**src/rtl/fe_pkg.sv**
```systemverilog
package fe_pkg;

  typedef enum logic [2:0] {
    ST_IDLE,
    ST_ACQ,
    ST_CONV_EXT,
    ST_CONV_INT,
    ST_CAL
  } feState_t;

  // strobes from the sequencer to the result/port datapath
  typedef struct packed {
    logic       holdLoad;   // capture the sample into the hold register
    logic       outLoad;    // move the held result into the output shifter
    logic       outShift;   // shift the output by one bit
    logic       portLoad;   // update the general-purpose port
    logic [2:0] portVal;
    logic       unipolar;
  } dpCtl_t;

endpackage

```
**src/rtl/fe_sync.sv**
```systemverilog
module fe_sync #(
  parameter int W = 3,
  parameter logic [W-1:0] RST_VAL = '0
) (
  input  logic         clk,
  input  logic         rstN,
  input  logic [W-1:0] asyncIn,
  output logic [W-1:0] syncOut
);

  for (genvar i = 0; i < W; i++) begin : g_bit
    logic stage1, stage2;
    always_ff @(posedge clk or negedge rstN) begin
      if (!rstN) begin
        stage1 <= RST_VAL[i];
        stage2 <= RST_VAL[i];
      end else begin
        stage1 <= asyncIn[i];
        stage2 <= stage1;
      end
    end
    assign syncOut[i] = stage2;
  end

endmodule

```
**src/rtl/fe_ctrl.sv**
```systemverilog
module fe_ctrl
  import fe_pkg::*;
#(
  parameter int DATA_W     = 14,
  parameter int SHORT_ACQ  = 7,
  parameter int LONG_ACQ   = 15,
  parameter int CONV_TICKS = 32,
  parameter int CAL_TICKS  = 80000
) (
  input  logic   clk,
  input  logic   rstN,
  input  logic   shdnN,
  input  logic   csS,
  input  logic   sclkS,
  input  logic   dinS,
  output dpCtl_t ctl,
  output logic   strobe,
  output logic   strobeOe,
  output logic   doutOe
);

  localparam int FALL_W = $clog2(LONG_ACQ + DATA_W + 2);
  localparam int MAX_T  = (CAL_TICKS > CONV_TICKS) ? CAL_TICKS : CONV_TICKS;
  localparam int CNT_W  = $clog2(MAX_T + 1);

  feState_t          state;
  logic              armed, curUni, curInt, lastLong;
  logic [1:0]        curMode, pTmp;
  logic [2:0]        rxCnt;
  logic [FALL_W-1:0] fallCnt, fallNext, acqLen;
  logic [CNT_W-1:0]  cnt;
  logic              sclkPrev, csPrev;
  logic              rise, fall, csFall, startHit, longSel, isCal;

  always_comb begin
    rise     = sclkS & ~sclkPrev & ~csS & shdnN;
    fall     = ~sclkS & sclkPrev & ~csS & shdnN;
    csFall   = ~csS & csPrev;
    startHit = rise & dinS & armed;
    isCal    = (curMode == 2'b01);
    longSel  = (curMode == 2'b11) || (curMode == 2'b10 && lastLong);
    acqLen   = longSel ? FALL_W'(LONG_ACQ) : FALL_W'(SHORT_ACQ);
    fallNext = fallCnt + FALL_W'(1);

    ctl.unipolar = curUni;
    ctl.portVal  = {pTmp, dinS};
    ctl.portLoad = rise && !startHit && (rxCnt == 3'd7);
    ctl.holdLoad = (state == ST_ACQ) && fall && (fallNext == acqLen) && !isCal;
    ctl.outLoad  = shdnN && !startHit &&
                   (((state == ST_CONV_EXT) && fall && (fallNext == acqLen + FALL_W'(1))) ||
                    ((state == ST_CONV_INT) && (cnt == '0)));
    ctl.outShift = fall && !ctl.outLoad;

    if (curInt)
      strobe = !((state == ST_CONV_INT) || (state == ST_CAL));
    else
      strobe = ((state == ST_CONV_EXT) && (fallCnt == acqLen)) || (state == ST_CAL);
    strobeOe = curInt | ~csS;
    doutOe   = ~csS;
  end

  always_ff @(posedge clk or negedge rstN) begin
    if (!rstN) begin
      state    <= ST_IDLE;
      armed    <= 1'b1;
      curUni   <= 1'b0;
      curInt   <= 1'b1;
      curMode  <= 2'b00;
      lastLong <= 1'b0;
      pTmp     <= 2'b00;
      rxCnt    <= 3'd0;
      fallCnt  <= '0;
      cnt      <= '0;
      sclkPrev <= 1'b0;
      csPrev   <= 1'b1;
    end else begin
      sclkPrev <= sclkS;
      csPrev   <= csS;
      if (csFall) armed <= 1'b1;

      if (!shdnN) begin
        state <= ST_IDLE;
        armed <= 1'b1;
        rxCnt <= 3'd0;
      end else if (startHit) begin
        state   <= ST_ACQ;
        armed   <= 1'b0;
        rxCnt   <= 3'd1;
        fallCnt <= '0;
      end else begin
        // command bits after the start bit
        if (rise && rxCnt != 3'd0) begin
          case (rxCnt)
            3'd1:    curUni     <= dinS;
            3'd2:    curInt     <= dinS;
            3'd3:    curMode[1] <= dinS;
            3'd4:    curMode[0] <= dinS;
            3'd5:    pTmp[1]    <= dinS;
            3'd6:    pTmp[0]    <= dinS;
            default: ;
          endcase
          rxCnt <= (rxCnt == 3'd7) ? 3'd0 : rxCnt + 3'd1;
          if (rxCnt == 3'd7) begin
            if (curMode[1] == curMode[0]) lastLong <= curMode[1];
            if (isCal && state == ST_ACQ) begin
              state <= ST_CAL;
              cnt   <= CNT_W'(CAL_TICKS - 1);
            end
          end
        end

        case (state)
          ST_ACQ: if (fall) begin
            fallCnt <= fallNext;
            if (ctl.holdLoad) begin
              state <= curInt ? ST_CONV_INT : ST_CONV_EXT;
              cnt   <= CNT_W'(CONV_TICKS - 1);
            end
          end
          ST_CONV_EXT: if (fall) begin
            fallCnt <= fallNext;
            if (fallNext == acqLen + FALL_W'(DATA_W)) begin
              state <= ST_IDLE;
              armed <= 1'b1;
            end
          end
          ST_CONV_INT, ST_CAL: begin
            if (cnt == '0) begin
              state <= ST_IDLE;
              armed <= 1'b1;
            end else begin
              cnt <= cnt - CNT_W'(1);
            end
          end
          default: ;
        endcase
      end
    end
  end

endmodule

```
**src/rtl/fe_dp.sv**
```systemverilog
module fe_dp
  import fe_pkg::*;
#(
  parameter int DATA_W = 14,
  parameter int PORT_W = 3
) (
  input  logic              clk,
  input  logic              rstN,
  input  dpCtl_t            ctl,
  input  logic [DATA_W-1:0] sampleIn,
  output logic              dout,
  output logic [PORT_W-1:0] portOut
);

  logic [DATA_W-1:0] holdReg, outSh, coded;

  always_comb begin
    coded = sampleIn;
    if (!ctl.unipolar) coded[DATA_W-1] = ~sampleIn[DATA_W-1];
  end

  always_ff @(posedge clk or negedge rstN) begin
    if (!rstN) begin
      holdReg <= '0;
      outSh   <= '0;
      portOut <= '0;
    end else begin
      if (ctl.holdLoad) holdReg <= coded;
      if (ctl.outLoad)       outSh <= holdReg;
      else if (ctl.outShift) outSh <= {outSh[DATA_W-2:0], 1'b0};
      if (ctl.portLoad) portOut <= ctl.portVal;
    end
  end

  assign dout = outSh[DATA_W-1];

endmodule

```
**src/rtl/fe_seq.sv**
```systemverilog
module fe_seq
  import fe_pkg::*;
#(
  parameter int DATA_W     = 14,
  parameter int SHORT_ACQ  = 7,
  parameter int LONG_ACQ   = 15,
  parameter int CONV_TICKS = 32,
  parameter int CAL_TICKS  = 80000
) (
  input  logic              clk,
  input  logic              rstN,
  input  logic              shdnN,
  input  logic              csN,
  input  logic              sclk,
  input  logic              din,
  input  logic [DATA_W-1:0] sampleIn,
  output logic              dout,
  output logic              doutOe,
  output logic              strobe,
  output logic              strobeOe,
  output logic [2:0]        portOut
);

  logic [2:0] pinSync;
  dpCtl_t     ctl;

  fe_sync #(.W(3), .RST_VAL(3'b001)) sync_i (
    .clk(clk), .rstN(rstN), .asyncIn({din, sclk, csN}), .syncOut(pinSync)
  );

  fe_ctrl #(
    .DATA_W(DATA_W), .SHORT_ACQ(SHORT_ACQ), .LONG_ACQ(LONG_ACQ),
    .CONV_TICKS(CONV_TICKS), .CAL_TICKS(CAL_TICKS)
  ) ctrl_i (
    .clk(clk), .rstN(rstN), .shdnN(shdnN),
    .csS(pinSync[0]), .sclkS(pinSync[1]), .dinS(pinSync[2]),
    .ctl(ctl), .strobe(strobe), .strobeOe(strobeOe), .doutOe(doutOe)
  );

  fe_dp #(.DATA_W(DATA_W), .PORT_W(3)) dp_i (
    .clk(clk), .rstN(rstN), .ctl(ctl), .sampleIn(sampleIn),
    .dout(dout), .portOut(portOut)
  );

endmodule

```
**config.mk**
```make
export PLATFORM = sky130hd
export DESIGN_NAME = fe_seq
export DESIGN_NICKNAME = d
export VERILOG_FILES = /design/src/rtl/fe_pkg.sv /design/src/rtl/fe_sync.sv /design/src/rtl/fe_ctrl.sv /design/src/rtl/fe_dp.sv /design/src/rtl/fe_seq.sv
export SDC_FILE = /design/constraint.sdc
export NUM_CORES = 1
export LEC_CHECK = 0
export BUFFER_PORTS_ARGS = -buffer_cell sky130_fd_sc_hd__buf_2
export CAP_MARGIN = 40
export CORE_ASPECT_RATIO = 1.75
export CORE_UTILIZATION = 30
export CTS_CLUSTER_DIAMETER = 200
export DETAILED_ROUTE_END_ITERATION = 7
export HOLD_SLACK_MARGIN = 0.03
export PLACE_DENSITY_LB_ADDON = 0.3
export SLEW_MARGIN = 10
export SYNTH_ARGS = -nofsm -noshare
export SYNTH_HDL_FRONTEND = slang
export SYNTH_SLANG_ARGS = --single-unit
```
**constraint.sdc**
```tcl
create_clock -name clk -period 2.4 [get_ports clk]
set_input_delay 0.48 -clock clk [delete_from_list [all_inputs] [get_ports clk]]
set_output_delay 0.48 -clock clk [all_outputs]
set_load 0.1 [all_outputs]
```
==> impl_metrics.xml <==
<?xml version="1.0" encoding="UTF-8"?>
<metrics>
  <group name="yosys">
    <metric name="synth_enable_flop_cells" unit="">0</metric>
    <metric name="synth.yosys.seq_area_share" unit="%">46.4</metric>
    <metric name="synth_ff_type" unit="">dfrtp_1</metric>
    <metric name="synthDominantCellAreaShare" unit="%">43.1</metric>
    <metric name="netlist_top_cells_area" unit="">dfrtp_1 43%, mux2_2 6.9%, nand2_1 5.5%, ha_1 4.3%, dfstp_2 3.2%</metric>
    <metric name="synthDominantAreaCellType" unit="">dfrtp_1</metric>
    <metric name="async_flop_share" unit="%">100</metric>
    <metric name="synth_nets" unit="">439</metric>
    <metric name="ys_types" unit="">67</metric>
    <metric name="synthesis.yosys.warnings" unit="">0</metric>
    <metric name="synth.avg_cell_area" unit="um2">10.0</metric>
    <metric name="post_synth_design_cell_area" unit="um2">4060</metric>
    <metric name="yosys_register_bits" unit="">75</metric>
    <metric name="postSynthCellCount" unit="">405</metric>
  </group>
  <group name="hold_path">
    <metric name="timing.hold.worst.class" unit="">in -&gt; async</metric>
  </group>
  <group name="drt">
    <metric name="residual_antenna_violating_net_count_after_detailed_routing" unit="">0</metric>
    <metric name="post_drt_via_cell_ratio" unit="">5.20</metric>
    <metric name="initialDrtViolationCount" unit="">169</metric>
    <metric name="vias" unit="">3356</metric>
    <metric name="drt_wl_total" unit="mm">9.91</metric>
    <metric name="detail_route.first_pass.iterations" unit="">4</metric>
    <metric name="wl_per_cell" unit="um">15.3</metric>
    <metric name="drcViolationCount" unit="">0</metric>
  </group>
  <group name="finish">
    <metric name="highest_count_cells_in_the_layout_ignoring_fill_and_taps" unit="">69 x dfrtp_1, 60 x nand2_1, 46 x buf_4</metric>
    <metric name="final_nets" unit="">504</metric>
    <metric name="layout.cells.most_common" unit="">dfrtp_1</metric>
    <metric name="stdcell_area" unit="um2">5190</metric>
    <metric name="n_antenna_cell" unit="">0</metric>
    <metric name="layout-area-overhead-vs-synth" unit="%">27.9</metric>
    <metric name="layout-drive-gt1-share" unit="%">31.8</metric>
    <metric name="finish.cell_count_without_fillers" unit="">646</metric>
  </group>
  <group name="sta">
    <metric name="slew_violations" unit="">0</metric>
    <metric name="final_setup_viols" unit="">2</metric>
    <metric name="tightestPinTransition" unit="ns">0.558</metric>
    <metric name="period_share" unit="%">101</metric>
    <metric name="maxSlewHeadroom" unit="%">62.3</metric>
    <metric name="achievable-frequency" unit="MHz">411</metric>
    <metric name="number_of_hold_violations_in_the_final_report" unit="">0</metric>
    <metric name="setup_repair_after_global_routing_missed_its_margin" unit="">yes</metric>
    <metric name="timing.clock.skew" unit="ns">0.00839</metric>
    <metric name="fin_crit" unit="ns">2.43</metric>
    <metric name="final_critical_path_setup_slack" unit="ns">-0.0346</metric>
  </group>
  <group name="floorplan">
    <metric name="die_x" unit="um">90.0</metric>
    <metric name="starting_density_of_the_core" unit="%">31.1</metric>
    <metric name="core-area" unit="um2">13100</metric>
    <metric name="dieHeight" unit="um">156</metric>
    <metric name="fp.dieArea" unit="um2">14000</metric>
    <metric name="rows" unit="">55</metric>
    <metric name="floorplan.io_pins" unit="">27</metric>
  </group>
  <group name="critical_path">
    <metric name="critPathRequiredTime" unit="ns">2.62</metric>
    <metric name="critPathLaunchType" unit="">flip-flop</metric>
    <metric name="crit_top_cell" unit="">or4_4</metric>
    <metric name="cp_cell_sequence" unit="">or4_4 -&gt; or4_4 -&gt; or4_4 -&gt; o211a_1 -&gt; a211o_1</metric>
    <metric name="worst_path_largest_cell_delay" unit="ns">0.55</metric>
    <metric name="critPathMaxFanout" unit="">3</metric>
    <metric name="critPathCaptureType" unit="">flip-flop</metric>
    <metric name="cp_slowest_cell" unit="">or4_4</metric>
    <metric name="worst-setup-path-type" unit="">reg -&gt; reg</metric>
    <metric name="worstPathBufferInverterCount" unit="">0</metric>
    <metric name="endpoint_arrival_time_on_the_critical_path" unit="ns">2.65</metric>
    <metric name="cpLargestDelayFamily" unit="">simple AND/OR/NAND/NOR gates</metric>
  </group>
  <group name="clocking">
    <metric name="clock_pin_slew_reported_for_the_worst_setup_and_hold_paths_after_clock_tree_synthesis" unit="ns">0.06</metric>
    <metric name="clock_tree.buffer_depth" unit="">2</metric>
    <metric name="cts-hold-fix-buffers" unit="">0</metric>
    <metric name="clk_root_buffer_cell" unit="">clkbuf_16</metric>
    <metric name="htree_num_levels" unit="">3</metric>
    <metric name="tritoncts_num_sinks" unit="">75</metric>
    <metric name="cts_tree" unit="">built</metric>
    <metric name="tritoncts.num_buffers" unit="">9</metric>
    <metric name="clock_latency_on_the_worst_skew_pair" unit="ns">0.33</metric>
  </group>
  <group name="placed_design">
    <metric name="detailedPlacementHpwl" unit="mm">7.29</metric>
    <metric name="cell_area_placed" unit="um2">4730</metric>
    <metric name="gp_congestion" unit="">0.838</metric>
    <metric name="place.detailed.instances" unit="">624</metric>
    <metric name="port-buffer-count" unit="">26</metric>
  </group>
  <group name="pwr">
    <metric name="power.ir.vdd_worst" unit="mV">0.368</metric>
    <metric name="power_leakage" unit="nW">2.43</metric>
    <metric name="total_power_divided_by_cell_area" unit="nW/um2">551</metric>
    <metric name="total_power_of_the_final_layout" unit="mW">2.86</metric>
  </group>
  <group name="global_route">
    <metric name="grt_pass1_vias" unit="">3419</metric>
    <metric name="grt_pass1_wl" unit="mm">16.3</metric>
    <metric name="antenna_violations_before_repair" unit="">0</metric>
    <metric name="gr-total-overflow" unit="">0</metric>
    <metric name="aggregate_global_route_resource_usage" unit="%">14.8</metric>
    <metric name="maximum_number_of_pins_on_one_net_before_global_route_repair" unit="">43</metric>
  </group>
  <group name="outcome">
    <metric name="outcome" unit="">complete, but fails checks</metric>
    <metric name="violations" unit="">negative setup slack</metric>
  </group>
  <group name="job">
    <metric name="max_cap_viols" unit="">0</metric>
  </group>
</metrics>
-- path summary, 6_finish.rpt --
check                           slack (ns)                    from                endpoint  cells after the start
worst max-delay path                 -0.03           ctrl_i.cnt[1]          ctrl_i.cnt[15]                      5
worst min-delay path                   0.1                    rstN        dp_i.holdReg[10]                      1
worst max register to register       -0.03           ctrl_i.cnt[1]          ctrl_i.cnt[15]                      5
worst min register to register        0.35  sync_i.g_bit[2].stage1  sync_i.g_bit[2].stage2                      0
max in group asynchronous             1.66                    rstN           ctrl_i.curInt                      2
min in group clk                      0.25                     csN  sync_i.g_bit[0].stage1                      1
-- state kept, by name, summed over array words and instances (netlist names) --
signal               cells
ctrl_i.cnt              17
dp_i.holdReg            14
dp_i.outSh              14
ctrl_i.fallCnt           5
ctrl_i.rxCnt             3
ctrl_i.state             3
dp_i.portOut             3
sync_i.g_bit.stage1      3
sync_i.g_bit.stage2      3
ctrl_i.curMode           2
ctrl_i.pTmp              2
ctrl_i.armed             1
ctrl_i.csPrev            1
ctrl_i.curInt            1
ctrl_i.curUni            1
ctrl_i.lastLong          1
ctrl_i.sclkPrev          1
-- cells in the mapped netlist (all sizes together) (2+ instances only) --
cell and count:
nand3 9, or2 3, nand4 4, nor4 8
ha 14, o311ai 3, nor2b 3, xor2 2
a211o 3, and3 3, a22o 3, a21oi 14
o211ai 2, a21boi 2, inv 16, nand3b 2
dfstp 5, a221oi 2, or3 6, buf 3
a31oi 5, a2111oi 2, mux2 35, a21o 6
nor3b 3, o211a 2, nor4b 3, nand2 60
nor3 11, or3b 2, nor2 20, o31ai 7
o21bai 2, o21ai 19, clkbuf 17, nand2b 3
a211oi 4, or4 8, dfrtp 70, xnor2 3
-- worst reg2reg max path, stage by stage (launching register included) --
cell     delay (ns)
dfrtp_1        0.41
or4_4          0.55
or4_4          0.44
or4_4          0.44
o211a_1        0.23
a211o_1        0.27
-- where the power goes --
group	total, mW	leakage (nW)	internal [mW]	switching (mW)
combinational	0.123	1.29	0.0427	0.0806
sequential	1.30	0.985	1.28	0.0155
clock	1.44	0.153	0.914	0.530
total	2.86	2.43	2.24	0.626
-- layout make-up --
class	count	area, um2
Fill cell	1302	7880
Timing Repair Buffer	74	537
Tap cell	171	214
Sequential cell	75	1880
Inverter	16	60.1
Clock inverter	6	90.1
Multi-Input combinational cell	294	2180
Clock buffer	10	229
-- routing by layer --
layer / GRT usage, % / share of wire (%) / wire, um
met1: 14.8 / 38 / 3760
met3: 2.10 / 2.5 / 243
met2: 29.5 / 58 / 5710
met4: 6.99 / 1.9 / 189
met5: 0 / 0 / 0
-- repair_timing --
item                                    in CTS  in global routing
pin swaps                                    3                  4
resized for setup                            7                 16
endpoints found under the setup margin       4                 30
buffers inserted                             3                  3
-- cell families after synthesis --
kind of cell	Yosys count	share of synthesized area, %
compound gates	86	14.6
simple gates	152	19.6
buf+inv	36	3.57
flops	75	46.4
xor+xnor	6	1.63
fa+ha+maj	14	4.31
mux	36	9.95
-- stage by stage --
step / hold WS (ns) / setup TNS [ns] / setup WS (ns) / util, %
2_1_floorplan: 0.184 / -0.0163 / -0.0144 / -
3_3_place_gp: 0.331 / -0.0571 / -0.0284 / 36.2
3_5_place_dp: 0.336 / -0.0857 / -0.0347 / 36.2
4_1_cts: 0.106 / -0.143 / -0.128 / 39.1
5_1_grt: 0.130 / -1.34 / -0.121 / 39.7
6_report: 0.0979 / -0.0498 / -0.0346 / 39.7
(Power assumes the default switching activity.)
